**src/rtl/awd_pkg.sv**
```systemverilog
package awd_pkg;
  localparam int ADDR_W       = 32;
  localparam int DATA_W       = 32;
  localparam int SEL_W        = 3;
  localparam int MEM_KEY_W    = 12;
  localparam int IO_SPACE_W   = 16;
  localparam int IO_KEY_W     = 4;
  localparam int APER_KEY_W   = 10;
  localparam int SIZE_CODE_W  = 3;
  localparam int SIZE_CODE_MAX = 6;
  localparam int RATE_W       = 2;
  localparam int N_MEM_WIN    = 2;

  typedef enum logic [SEL_W-1:0] {
    SEL_CTRL = 3'd0,
    SEL_MEM  = 3'd1,
    SEL_PMEM = 3'd2,
    SEL_IO   = 3'd3,
    SEL_APER = 3'd4
  } cfg_sel_e;

  // Bits of the aperture key that take part in the match for a size code.
  function automatic logic [APER_KEY_W-1:0] aper_keep_mask(
    input logic [SIZE_CODE_W-1:0] code
  );
    logic [APER_KEY_W-1:0] m;
    m = '1;
    for (int i = 0; i < APER_KEY_W; i++) begin
      if (i < int'(code)) m[i] = 1'b0;
    end
    return m;
  endfunction

  function automatic logic rate_valid(input logic [RATE_W-1:0] r);
    return (r == 2'b01) || (r == 2'b10);
  endfunction

  function automatic logic size_code_valid(input logic [SIZE_CODE_W-1:0] c);
    return int'(c) <= SIZE_CODE_MAX;
  endfunction
endpackage

```
**src/rtl/awd_range_cmp.sv**
```systemverilog
module awd_range_cmp #(
  parameter int KEY_W = 12
) (
  input  logic [KEY_W-1:0] base,
  input  logic [KEY_W-1:0] limit,
  input  logic [KEY_W-1:0] key,
  output logic             win_on,
  output logic             hit
);
  always_comb begin
    win_on = (base <= limit);
    hit    = win_on && (key >= base) && (key <= limit);
  end
endmodule

```
**src/rtl/awd_aper_cmp.sv**
```systemverilog
module awd_aper_cmp
  import awd_pkg::*;
#(
  parameter int KEY_W  = APER_KEY_W,
  parameter int CODE_W = SIZE_CODE_W
) (
  input  logic [KEY_W-1:0]  base,
  input  logic [CODE_W-1:0] code,
  input  logic [KEY_W-1:0]  key,
  output logic              hit
);
  logic [KEY_W-1:0] keep;
  always_comb begin
    keep = aper_keep_mask(code);
    hit  = ((key ^ base) & keep) == '0;
  end
endmodule

```
**src/rtl/awd_cfg_regs.sv**
```systemverilog
module awd_cfg_regs
  import awd_pkg::*;
(
  input  logic                   clk,
  input  logic                   rst_n,
  input  logic                   wr_en,
  input  logic [SEL_W-1:0]       wr_sel,
  input  logic [DATA_W-1:0]      wr_data,
  input  logic [SEL_W-1:0]       rd_sel,
  output logic [DATA_W-1:0]      rd_data,
  output logic [MEM_KEY_W-1:0]   mem_base  [N_MEM_WIN],
  output logic [MEM_KEY_W-1:0]   mem_limit [N_MEM_WIN],
  output logic [IO_KEY_W-1:0]    io_base,
  output logic [IO_KEY_W-1:0]    io_limit,
  output logic [APER_KEY_W-1:0]  aper_base,
  output logic [SIZE_CODE_W-1:0] aper_code,
  output logic                   port_en,
  output logic                   sb_en,
  output logic [RATE_W-1:0]      rate
);
  localparam int MEM_BASE_LSB  = 0;
  localparam int MEM_LIM_LSB   = 16;
  localparam int IO_BASE_LSB   = 0;
  localparam int IO_LIM_LSB    = 8;
  localparam int APER_BASE_LSB = ADDR_W - APER_KEY_W;
  localparam int EN_BIT        = 8;
  localparam int SB_BIT        = 9;
  localparam logic [RATE_W-1:0] RATE_RST = 2'b01;

  logic unused_wd;
  assign unused_wd = ^wr_data[15:12];

  // Decoded write events, brought out for the checks below.
  logic wr_ctrl, wr_io, wr_aper, rate_take, code_take;
  logic [N_MEM_WIN-1:0] wr_mem;
  logic [RATE_W-1:0]      wd_rate;
  logic [SIZE_CODE_W-1:0] wd_code;

  always_comb begin
    wr_ctrl   = wr_en && (wr_sel == SEL_CTRL);
    wr_io     = wr_en && (wr_sel == SEL_IO);
    wr_aper   = wr_en && (wr_sel == SEL_APER);
    wr_mem[0] = wr_en && (wr_sel == SEL_MEM);
    wr_mem[1] = wr_en && (wr_sel == SEL_PMEM);
    wd_rate   = wr_data[RATE_W-1:0];
    wd_code   = wr_data[SIZE_CODE_W-1:0];
    rate_take = wr_ctrl && rate_valid(wd_rate);
    code_take = wr_aper && size_code_valid(wd_code);
  end

  for (genvar g = 0; g < N_MEM_WIN; g++) begin : g_mem
    always_ff @(posedge clk) begin
      if (!rst_n) begin
        mem_base[g]  <= '1;
        mem_limit[g] <= '0;
      end else if (wr_mem[g]) begin
        mem_base[g]  <= wr_data[MEM_BASE_LSB +: MEM_KEY_W];
        mem_limit[g] <= wr_data[MEM_LIM_LSB  +: MEM_KEY_W];
      end
    end
  end

  always_ff @(posedge clk) begin
    if (!rst_n) begin
      io_base  <= '1;
      io_limit <= '0;
    end else if (wr_io) begin
      io_base  <= wr_data[IO_BASE_LSB +: IO_KEY_W];
      io_limit <= wr_data[IO_LIM_LSB  +: IO_KEY_W];
    end
  end

  always_ff @(posedge clk) begin
    if (!rst_n) begin
      aper_base <= '1;
      aper_code <= '0;
    end else begin
      if (wr_aper)   aper_base <= wr_data[APER_BASE_LSB +: APER_KEY_W];
      if (code_take) aper_code <= wd_code;
    end
  end

  always_ff @(posedge clk) begin
    if (!rst_n) begin
      port_en <= 1'b0;
      sb_en   <= 1'b0;
      rate    <= RATE_RST;
    end else begin
      if (wr_ctrl) begin
        port_en <= wr_data[EN_BIT];
        sb_en   <= wr_data[SB_BIT];
      end
      if (rate_take) rate <= wd_rate;
    end
  end

  always_comb begin
    rd_data = '0;
    case (rd_sel)
      SEL_CTRL: begin
        rd_data[RATE_W-1:0] = rate;
        rd_data[EN_BIT]     = port_en;
        rd_data[SB_BIT]     = sb_en;
      end
      SEL_MEM, SEL_PMEM: begin
        rd_data[MEM_BASE_LSB +: MEM_KEY_W] = mem_base[(rd_sel == SEL_PMEM) ? 1 : 0];
        rd_data[MEM_LIM_LSB  +: MEM_KEY_W] = mem_limit[(rd_sel == SEL_PMEM) ? 1 : 0];
      end
      SEL_IO: begin
        rd_data[IO_BASE_LSB +: IO_KEY_W] = io_base;
        rd_data[IO_LIM_LSB  +: IO_KEY_W] = io_limit;
      end
      SEL_APER: begin
        rd_data[APER_BASE_LSB +: APER_KEY_W] = aper_base;
        rd_data[SIZE_CODE_W-1:0]             = aper_code;
      end
      default: rd_data = '0;
    endcase
  end


  rate_onehot_chk: assert property (@(posedge clk) disable iff (!rst_n)
    $countones(rate) == 1);

  rate_keep_chk: assert property (@(posedge clk) disable iff (!rst_n)
    (wr_ctrl && !rate_valid(wd_rate)) |=> $stable(rate));

  code_keep_chk: assert property (@(posedge clk) disable iff (!rst_n)
    (wr_aper && !size_code_valid(wd_code)) |=> $stable(aper_code));

  code_range_chk: assert property (@(posedge clk) disable iff (!rst_n)
    int'(aper_code) <= SIZE_CODE_MAX);

  ctrl_resv_chk: assert property (@(posedge clk) disable iff (!rst_n)
    (rd_sel == SEL_CTRL) |-> (rd_data[31:10] == '0 && rd_data[7:2] == '0));
endmodule

```
**src/rtl/addr_win_decoder.sv**
```systemverilog
module addr_win_decoder
  import awd_pkg::*;
(
  input  logic              clk,
  input  logic              rst_n,
  input  logic              cfg_we,
  input  logic [SEL_W-1:0]  cfg_wsel,
  input  logic [DATA_W-1:0] cfg_wdata,
  input  logic [SEL_W-1:0]  cfg_rsel,
  output logic [DATA_W-1:0] cfg_rdata,
  input  logic              req_vld,
  input  logic              req_is_io,
  input  logic [ADDR_W-1:0] req_addr,
  input  logic              svc_done,
  output logic              hit_mem,
  output logic              hit_pmem,
  output logic              hit_io,
  output logic              hit_aper,
  output logic              fwd_gfx,
  output logic              op_pend
);
  localparam int MEM_KEY_LSB  = ADDR_W - MEM_KEY_W;
  localparam int IO_KEY_LSB   = IO_SPACE_W - IO_KEY_W;
  localparam int APER_KEY_LSB = ADDR_W - APER_KEY_W;

  logic [MEM_KEY_W-1:0]   mem_base  [N_MEM_WIN];
  logic [MEM_KEY_W-1:0]   mem_limit [N_MEM_WIN];
  logic [IO_KEY_W-1:0]    io_base, io_limit;
  logic [APER_KEY_W-1:0]  aper_base;
  logic [SIZE_CODE_W-1:0] aper_code;
  logic                   port_en, sb_en;
  logic [RATE_W-1:0]      rate;

  logic unused_top;
  assign unused_top = ^{req_addr[19:16], req_addr[11:0], sb_en, rate};

  awd_cfg_regs u_regs (
    .clk       (clk),
    .rst_n     (rst_n),
    .wr_en     (cfg_we),
    .wr_sel    (cfg_wsel),
    .wr_data   (cfg_wdata),
    .rd_sel    (cfg_rsel),
    .rd_data   (cfg_rdata),
    .mem_base  (mem_base),
    .mem_limit (mem_limit),
    .io_base   (io_base),
    .io_limit  (io_limit),
    .aper_base (aper_base),
    .aper_code (aper_code),
    .port_en   (port_en),
    .sb_en     (sb_en),
    .rate      (rate)
  );

  logic [N_MEM_WIN-1:0] mem_on, mem_raw;
  logic                 io_on, io_raw, aper_raw;

  for (genvar g = 0; g < N_MEM_WIN; g++) begin : g_memcmp
    awd_range_cmp #(.KEY_W(MEM_KEY_W)) u_cmp (
      .base   (mem_base[g]),
      .limit  (mem_limit[g]),
      .key    (req_addr[MEM_KEY_LSB +: MEM_KEY_W]),
      .win_on (mem_on[g]),
      .hit    (mem_raw[g])
    );
  end

  awd_range_cmp #(.KEY_W(IO_KEY_W)) u_iocmp (
    .base   (io_base),
    .limit  (io_limit),
    .key    (req_addr[IO_KEY_LSB +: IO_KEY_W]),
    .win_on (io_on),
    .hit    (io_raw)
  );

  awd_aper_cmp u_apcmp (
    .base (aper_base),
    .code (aper_code),
    .key  (req_addr[APER_KEY_LSB +: APER_KEY_W]),
    .hit  (aper_raw)
  );

  // Classified request events.
  logic dec_mem, dec_pmem, dec_io, dec_aper, any_hit, accept;
  always_comb begin
    dec_mem  = req_vld && !req_is_io && mem_raw[0];
    dec_pmem = req_vld && !req_is_io && mem_raw[1];
    dec_aper = req_vld && !req_is_io && aper_raw;
    dec_io   = req_vld &&  req_is_io && io_raw;
    any_hit  = dec_mem || dec_pmem || dec_aper || dec_io;
    accept   = any_hit && port_en;
  end

  always_ff @(posedge clk) begin
    if (!rst_n) begin
      hit_mem  <= 1'b0;
      hit_pmem <= 1'b0;
      hit_io   <= 1'b0;
      hit_aper <= 1'b0;
      fwd_gfx  <= 1'b0;
      op_pend  <= 1'b0;
    end else begin
      hit_mem  <= dec_mem;
      hit_pmem <= dec_pmem;
      hit_io   <= dec_io;
      hit_aper <= dec_aper;
      fwd_gfx  <= accept;
      if (accept)        op_pend <= 1'b1;
      else if (svc_done) op_pend <= 1'b0;
    end
  end


  hit_after_req_chk: assert property (@(posedge clk) disable iff (!rst_n)
    (hit_mem || hit_pmem || hit_io || hit_aper) |-> $past(req_vld));

  space_excl_chk: assert property (@(posedge clk) disable iff (!rst_n)
    hit_io |-> !(hit_mem || hit_pmem || hit_aper));

  mem_off_chk: assert property (@(posedge clk) disable iff (!rst_n)
    hit_mem |-> $past(mem_on[0]));

  io_off_chk: assert property (@(posedge clk) disable iff (!rst_n)
    hit_io |-> $past(io_on));

  fwd_en_chk: assert property (@(posedge clk) disable iff (!rst_n)
    fwd_gfx |-> $past(port_en));

  pend_hold_chk: assert property (@(posedge clk) disable iff (!rst_n)
    (op_pend && !svc_done) |=> op_pend);

  pend_set_chk: assert property (@(posedge clk) disable iff (!rst_n)
    accept |=> op_pend);
endmodule

```
**config.mk**
```make
export PLATFORM = sky130hd
export DESIGN_NAME = addr_win_decoder
export DESIGN_NICKNAME = d
export VERILOG_FILES = /design/src/rtl/awd_pkg.sv /design/src/rtl/awd_range_cmp.sv /design/src/rtl/awd_aper_cmp.sv /design/src/rtl/awd_cfg_regs.sv /design/src/rtl/addr_win_decoder.sv
export SDC_FILE = /design/constraint.sdc
export NUM_CORES = 1
export LEC_CHECK = 0
export CORE_AREA = 2 2 106 108
export CTS_CLUSTER_SIZE = 40
export DETAILED_ROUTE_END_ITERATION = 8
export DIE_AREA = 0 0 108 110
export PLACE_DENSITY = 0.8
export RECOVER_POWER = 50
export SYNTH_ARGS = -nofsm -noshare
export SYNTH_HDL_FRONTEND = slang
export SYNTH_SLANG_ARGS = --single-unit
```
**constraint.sdc**
```tcl
create_clock -name clk -period 3.3 [get_ports clk]
set_clock_uncertainty 0.1 [all_clocks]
set_input_delay 0.825 -clock clk [delete_from_list [all_inputs] [get_ports clk]]
set_output_delay 0.825 -clock clk [all_outputs]
set_load 0.05 [all_outputs]
```
Word level (Yosys, flattened, before mapping)
Index checks and enable logic that the tools add are counted.
{ "totals": {"reg_bits": 79, "in_bits": 76, "output_inout_bits": 38, "word_cells": 103} }
{ "op_classes": {"n_lt_le_gt_ge": 18, "n_eq_ne": 10, "muxes": 25, "n_bitwise": 3, "n_reduce_logical": 30} }
{ "ops": {"columns": ["operator", "n"], "rows": [
  ["$mux 12", 6],
  ["$le 12x12->1", 4],
  ["$ge 32x2->1 const B", 1],
  ["$not 32->32", 1],
  ["$ge 12x12->1", 2],
  ["$logic_and 1x1->1", 20],
  ["$eq 3x2->1 const B", 4],
  ["$pmux 6 s2", 1],
  ["$and 10x10->10", 1],
  ["$logic_not 10->1", 1],
  ["$mux 1", 10],
  ["$xor 10x10->10", 1],
  ["$lt 3x3->1 const A", 3],
  ["$le 4x4->1", 2],
  ["$mux 4", 2],
  ["$pmux 2 s4", 1],
  ["$eq 3x1->1 const B", 2],
  ["$eq 3x3->1 const B", 2],
  ["$logic_not 3->1", 2],
  ["$lt 1x3->1 const A", 2],
  ["$lt 2x3->1 const A", 2],
  ["$mux 6", 1],
  ["$pmux 2 s3", 1],
  ["$ge 4x4->1", 1],
  ["10 further kinds", 13]
]} }

Depth between registers and ports, before layout
{ "depth": {"word_depth": 9, "ltp_mapped": 9, "ltp_nobuf": 9} }

By module
A second synthesis with hierarchy kept.
{ "hier_totals": {"hier_cells": 688, "hier_area_um2": 5599.1} }
{ "modules_own_cells": {"columns": ["module", "instances", "cells_per_inst", "area_per_inst_um2", "seq_area_each_um2"], "rows": [
  ["awd_cfg_regs", 1, 398, 3258.1, 1461.4],
  ["awd_range_cmp (g_memcmp[0].u_cmp ...)", 2, 106, 840.8, 0.0],
  ["awd_range_cmp (u_iocmp)", 1, 37, 301.5, 0.0],
  ["addr_win_decoder", 1, 20, 201.4, 120.1],
  ["awd_aper_cmp", 1, 21, 156.4, 0.0]
]} }

Worst setup path after synthesis
OpenSTA, ideal clock, no wires.
{ "synth_path": {"path_kind": "in2out", "startpoint": "input cfg_rsel[2]", "endpoint": "output cfg_rdata[22]", "arrival_ns": 2.609, "t_required_ns": 2.375, "slack_ns": -0.234, "stages": 5, "path_buffers": 2, "path_cell_list": "clkbuf_1 > nor2b_1 > clkbuf_1 > a22oi_1 > o21ai_0"} }
{ "synth_via": {"elab_chain_len": 7, "elab_cells_between_ends": 10, "classes_between": "3 x eq/ne; 5 x mux; 1 x bitwise; 1 x reduce/logical"} }
{ "synth_rtl": {"columns": ["item", "line", "rtl"], "rows": [
  ["from (decl)", "addr_win_decoder.sv:9", "input logic [SEL_W-1:0] cfg_rsel,"],
  ["$eq 3x2->1", "awd_cfg_regs.sv:99, awd_cfg_regs.sv:107", null],
  ["$mux 1", "awd_cfg_regs.sv:107", "rd_data[MEM_LIM_LSB +: MEM_KEY_W] = mem_limit[(rd_sel == SEL_PMEM) ? 1 : 0];"],
  ["$not 32->32", "awd_cfg_regs.sv:107", null],
  ["$mux 12 (3 in a row)", "awd_cfg_regs.sv:107", null],
  ["$pmux 6 s2 (*)", "awd_cfg_regs.sv:99", "case (rd_sel)"],
  ["to (decl)", "addr_win_decoder.sv:10", "output logic [DATA_W-1:0] cfg_rdata,"]
]} }
Mark *: on every way between the ends. The rest lies on a longest branch, timed or not. The select of a mux whose other input is x is not followed.

Worst setup path in the final report
{ "layout_path": {"startpoint": "input cfg_rsel[1]", "endpoint": "output cfg_rdata[1]"} }
{ "layout_via": {"elab_chain_len": 7, "elab_cells_between_ends": 12, "classes_between": "4 x eq/ne; 5 x mux; 1 x bitwise; 2 x reduce/logical"} }
{ "layout_rtl": {"columns": ["item", "line", "rtl"], "rows": [
  ["$eq 3x2->1", "awd_cfg_regs.sv:99, awd_cfg_regs.sv:106", null],
  ["$mux 1", "awd_cfg_regs.sv:106", "rd_data[MEM_BASE_LSB +: MEM_KEY_W] = mem_base[(rd_sel == SEL_PMEM) ? 1 : 0];"],
  ["$not 32->32", "awd_cfg_regs.sv:106", null],
  ["$mux 12 (3 in a row)", "awd_cfg_regs.sv:106", null],
  ["$pmux 2 s4 (*)", "awd_cfg_regs.sv:99", null]
]} }
Marked as above.

==> results.tsv <==
metric	value	unit
met3 Use GR	4.468	%
Final Hold Slack	0.3853	ns
PD cells	338.2	mW/mm^2
status	completed	
Comb power frac	24.6	%
complex-gate fraction of the synthesized area	20.95	%
Yosys cell types	52	
crit path cell chain	dlygate4sd2_1 -> buf_4 -> nor2b_1 -> buf_4 -> a22oi_1 -> o21ai_2 -> buf_12	
DRT Pass-1 Iters	5	
clock power share	33.9	%
r2r endpoint	op_pend	
switching power	0.0007301	W
Place WS	-0.1937	ns
GR Overflow Total	0	
post-synthesis simple-gate area fraction	19.46	%
cts bufs inserted	9	
Clk pin slew, worst setup/hold paths	0.07	ns
RSZ-0062 raised after global routing	no	
Cell Int Power	0.001685	W
crit path DAT	2.26	ns
final HPWL from detailed placement	14.05	mm
post-synthesis adder-cell area fraction	19.51	%
maxcap violations	0	
switching share of power	30.23	%
first-pass GRT wire length	28.19	mm
worst endpoint required time	2.37	ns
hold path depth	2	
Rows	38	
r2r setup slk	0.74	ns
Synth Area in XOR/XNOR	1.607	%
Worst Path Max Fanout	12	
worst r2r path cells	9	
final setup fails	0	
routed len/inst	18.85	um
Mapped Area	0.005451	mm^2
initial antenna violation count	0	
Post-synth EDFFs	0	
Peak supply drop	222.9	uV
GRT Total Usage	30.76	%
Worst setup EP type	primary output	
Period Utilization, post-route	96.44	%
register area share after synthesis	29.01	%
critical path type	input port to primary output	
clock tree sinks	79	
routed via count	5750	
Pins Over Slew Limit	0	
Reg power frac	41.6	%
initial cell density of the core	50.96	%
core area	0.01070	mm^2
DRC violations left	0	
fraction of synthesized area in multiplexers	1.790	%
RePlAce Congestion	0.9738	
cell count after synthesis	695	
Slew Limit Headroom	28.75	%
Top FF cell, synth	dfxtp_1	
Chip Width	108	um
die height	110	um
startpoint types	input port	
final cell count without fillers	947	
placed inst area	0.006924	mm^2
fmax	0.3142	GHz
postcts setup bufs	0	
Routed Wire Length	17.85	mm
GRT busiest layer	met2	
clk buf depth	2	
IO Count	114	
hold_buf cts	0	
vias in the first global route	5568	
Hold Path Class	flip-flop to flip-flop	
overall power	0.002416	W
Async SR Flop Fraction	0	%
leakage power	3.052	nW
FF-to-FF Start	u_regs.mem_limit[5]	
slew at the pin with the worst max-slew slack	1.069	ns
global routing met1 resource utilization	40.54	%
largest family of logic cells by synthesized area	compound AO/OA/AOI/OAI gates	
CTS tree	done	
syn_area_per_cell	7.844	um^2
share of cells above drive strength 1	12.52	%
# H-tree levels	3	
Clk Latency, worst-skew pair	0.36	ns
Routed Antenna Nets	0	
critical path's slowest cell	dlygate4sd2_1	
hold endpoint	u_regs.mem_limit[20]	
min-delay src	u_regs.mem_limit[20]	
Worst path max stage delay	0.33	ns
Seq cells post-synth	79	
Inserted Diodes	0	
Die ar.	0.01188	mm^2
Placed Cells	932	
PnR worst setup slack	0.1176	ns
Hold Violations, Final	0	
Synth-to-Final Area Change	31.03	%
Synth warnings	0	
routed vias/inst	6.072	
Crit path top cell by count	buf_4	
number of port buffers	89	
fin crit period	3.182	ns
initial DRC count	564	
Finished Cell Area	0.007143	mm^2
met2 usage	50.18	%
largest net degree at the start of global routing	44	
net count reported at finish	964	
CTS resizes	6	
CTS Root Cell	clkbuf_8	
==> sequential cells by signal, summed over array words and instances (netlist names) <==
signal / count
u_regs.io_limit: 4
u_regs.sb_en: 1
hit_aper: 1
hit_pmem: 1
u_regs.rate: 2
hit_io: 1
u_regs.mem_base: 24
hit_mem: 1
u_regs.mem_limit: 24
u_regs.port_en: 1
u_regs.io_base: 4
u_regs.aper_code: 3
op_pend: 1
fwd_gfx: 1
u_regs.aper_base: 10
==> Yosys cell counts, types with 4 or more instances <==
library cell	n	area, um^2
nor2_1	29	108.9
buf_2	8	40.04
clkbuf_1	22	82.58
buf_4	4	30.03
xnor2_1	7	61.31
a21oi_1	60	300.3
nand3_1	20	100.1
nand4_1	14	87.58
and3_1	6	37.54
inv_1	64	240.2
a211oi_1	4	30.03
ha_1	85	1064
nand2_1	135	506.7
o21ai_0	27	135.1
nor2b_1	13	81.33
o211ai_1	33	247.7
nand2b_1	4	25.02
a22oi_1	22	165.2
dfxtp_1	79	1582
==> metrics by stage <==
step / util (%) / TNS (ns)
floorplan: - / 0
global placement: 64.73 / -1.836
detailed placement: 64.73 / -1.645
CTS: 66.88 / 0
global route: 66.77 / 0
finish: 66.77 / 0
==> cell families after synthesis <==
logic type,after synthesis
AND/OR/NAND/NOR,235
adder cells (fa/ha/maj),85
multiplexers,7
flip-flops,79
buffers and inverters,101
AO/OA/AOI/OAI,177
XOR/XNOR,10
other,1
==> power groups by stage <==
stage,logic (W),registers [W],clock network (W)
2_1_floorplan,0.000315,0.00102,0
3_3_place_gp,0.000558,0.00102,0
3_5_place_dp,0.000580,0.00102,0
4_1_cts,0.000586,0.00100,0.000822
5_1_grt,0.000636,0.00101,0.000865
6_report,0.000593,0.00100,0.000818
==> worst max path at each step <==
| stage | startpoint | end | slack, ns | cells after the start |
|---|---|---|---|---|
| finish | cfg_rsel[1] | cfg_rdata[1] | 0.12 | 7 |
| global route | cfg_rsel[1] | cfg_rdata[1] | 0.06 | 7 |
| detailed placement | cfg_rsel[1] | cfg_rdata[1] | -0.19 | 7 |
| global placement | cfg_rsel[1] | cfg_rdata[0] | -0.19 | 7 |
| floorplan | cfg_rsel[1] | cfg_rdata[16] | 0.07 | 5 |
| CTS | cfg_rsel[2] | cfg_rdata[23] | 0.04 | 7 |
==> placed cells by master, fill, tap and decap left out, types with 4 or more instances in the layout <==
master and instances:
nand2_1 135, ha_1 85, dfxtp_1 79, inv_1 64, a21oi_1 60, clkdlybuf4s50_1 56, buf_4 40, o211ai_1 33
nor2_1 29, buf_12 26, a22oi_1 22, nand3_1 20, o21ai_0 18, nand4_1 14, nor2b_1 12, clkbuf_8 10
o21ai_1 9, xnor2_1 7, and3_1 6, nand2b_1 4, a211oi_1 4, conb_1 4
==> area by class of cell <==
type                            instances  area [um^2]
Clock inverter                          5        81.33
Clock buffer                           10        137.6
Timing Repair Buffer                  130         1443
Fill cell                             875         3555
Multi-Input combinational cell        518         3481
Inverter                               65        244.0
Sequential cell                        79         1582
Tap cell                              140        175.2
==> worst max-delay path: cells and delay by family <==
family                 cells  cell delay [ns]
AND/OR/NAND/NOR            1             0.16
buffers and inverters      4             0.92
AO/OA/AOI/OAI              2             0.34
==> per-layer routing <==
| metal | share of wire (%) | vias to the layer above |
|---|---|---|
| li1 | - | 2649 |
| met1 | 39 | 2670 |
| met2 | 46 | 350 |
| met3 | 11 | 81 |
| met4 | 4.0 | 0 |
| met5 | 0 | - |
Note: power is estimated with default switching activity, not from simulation.
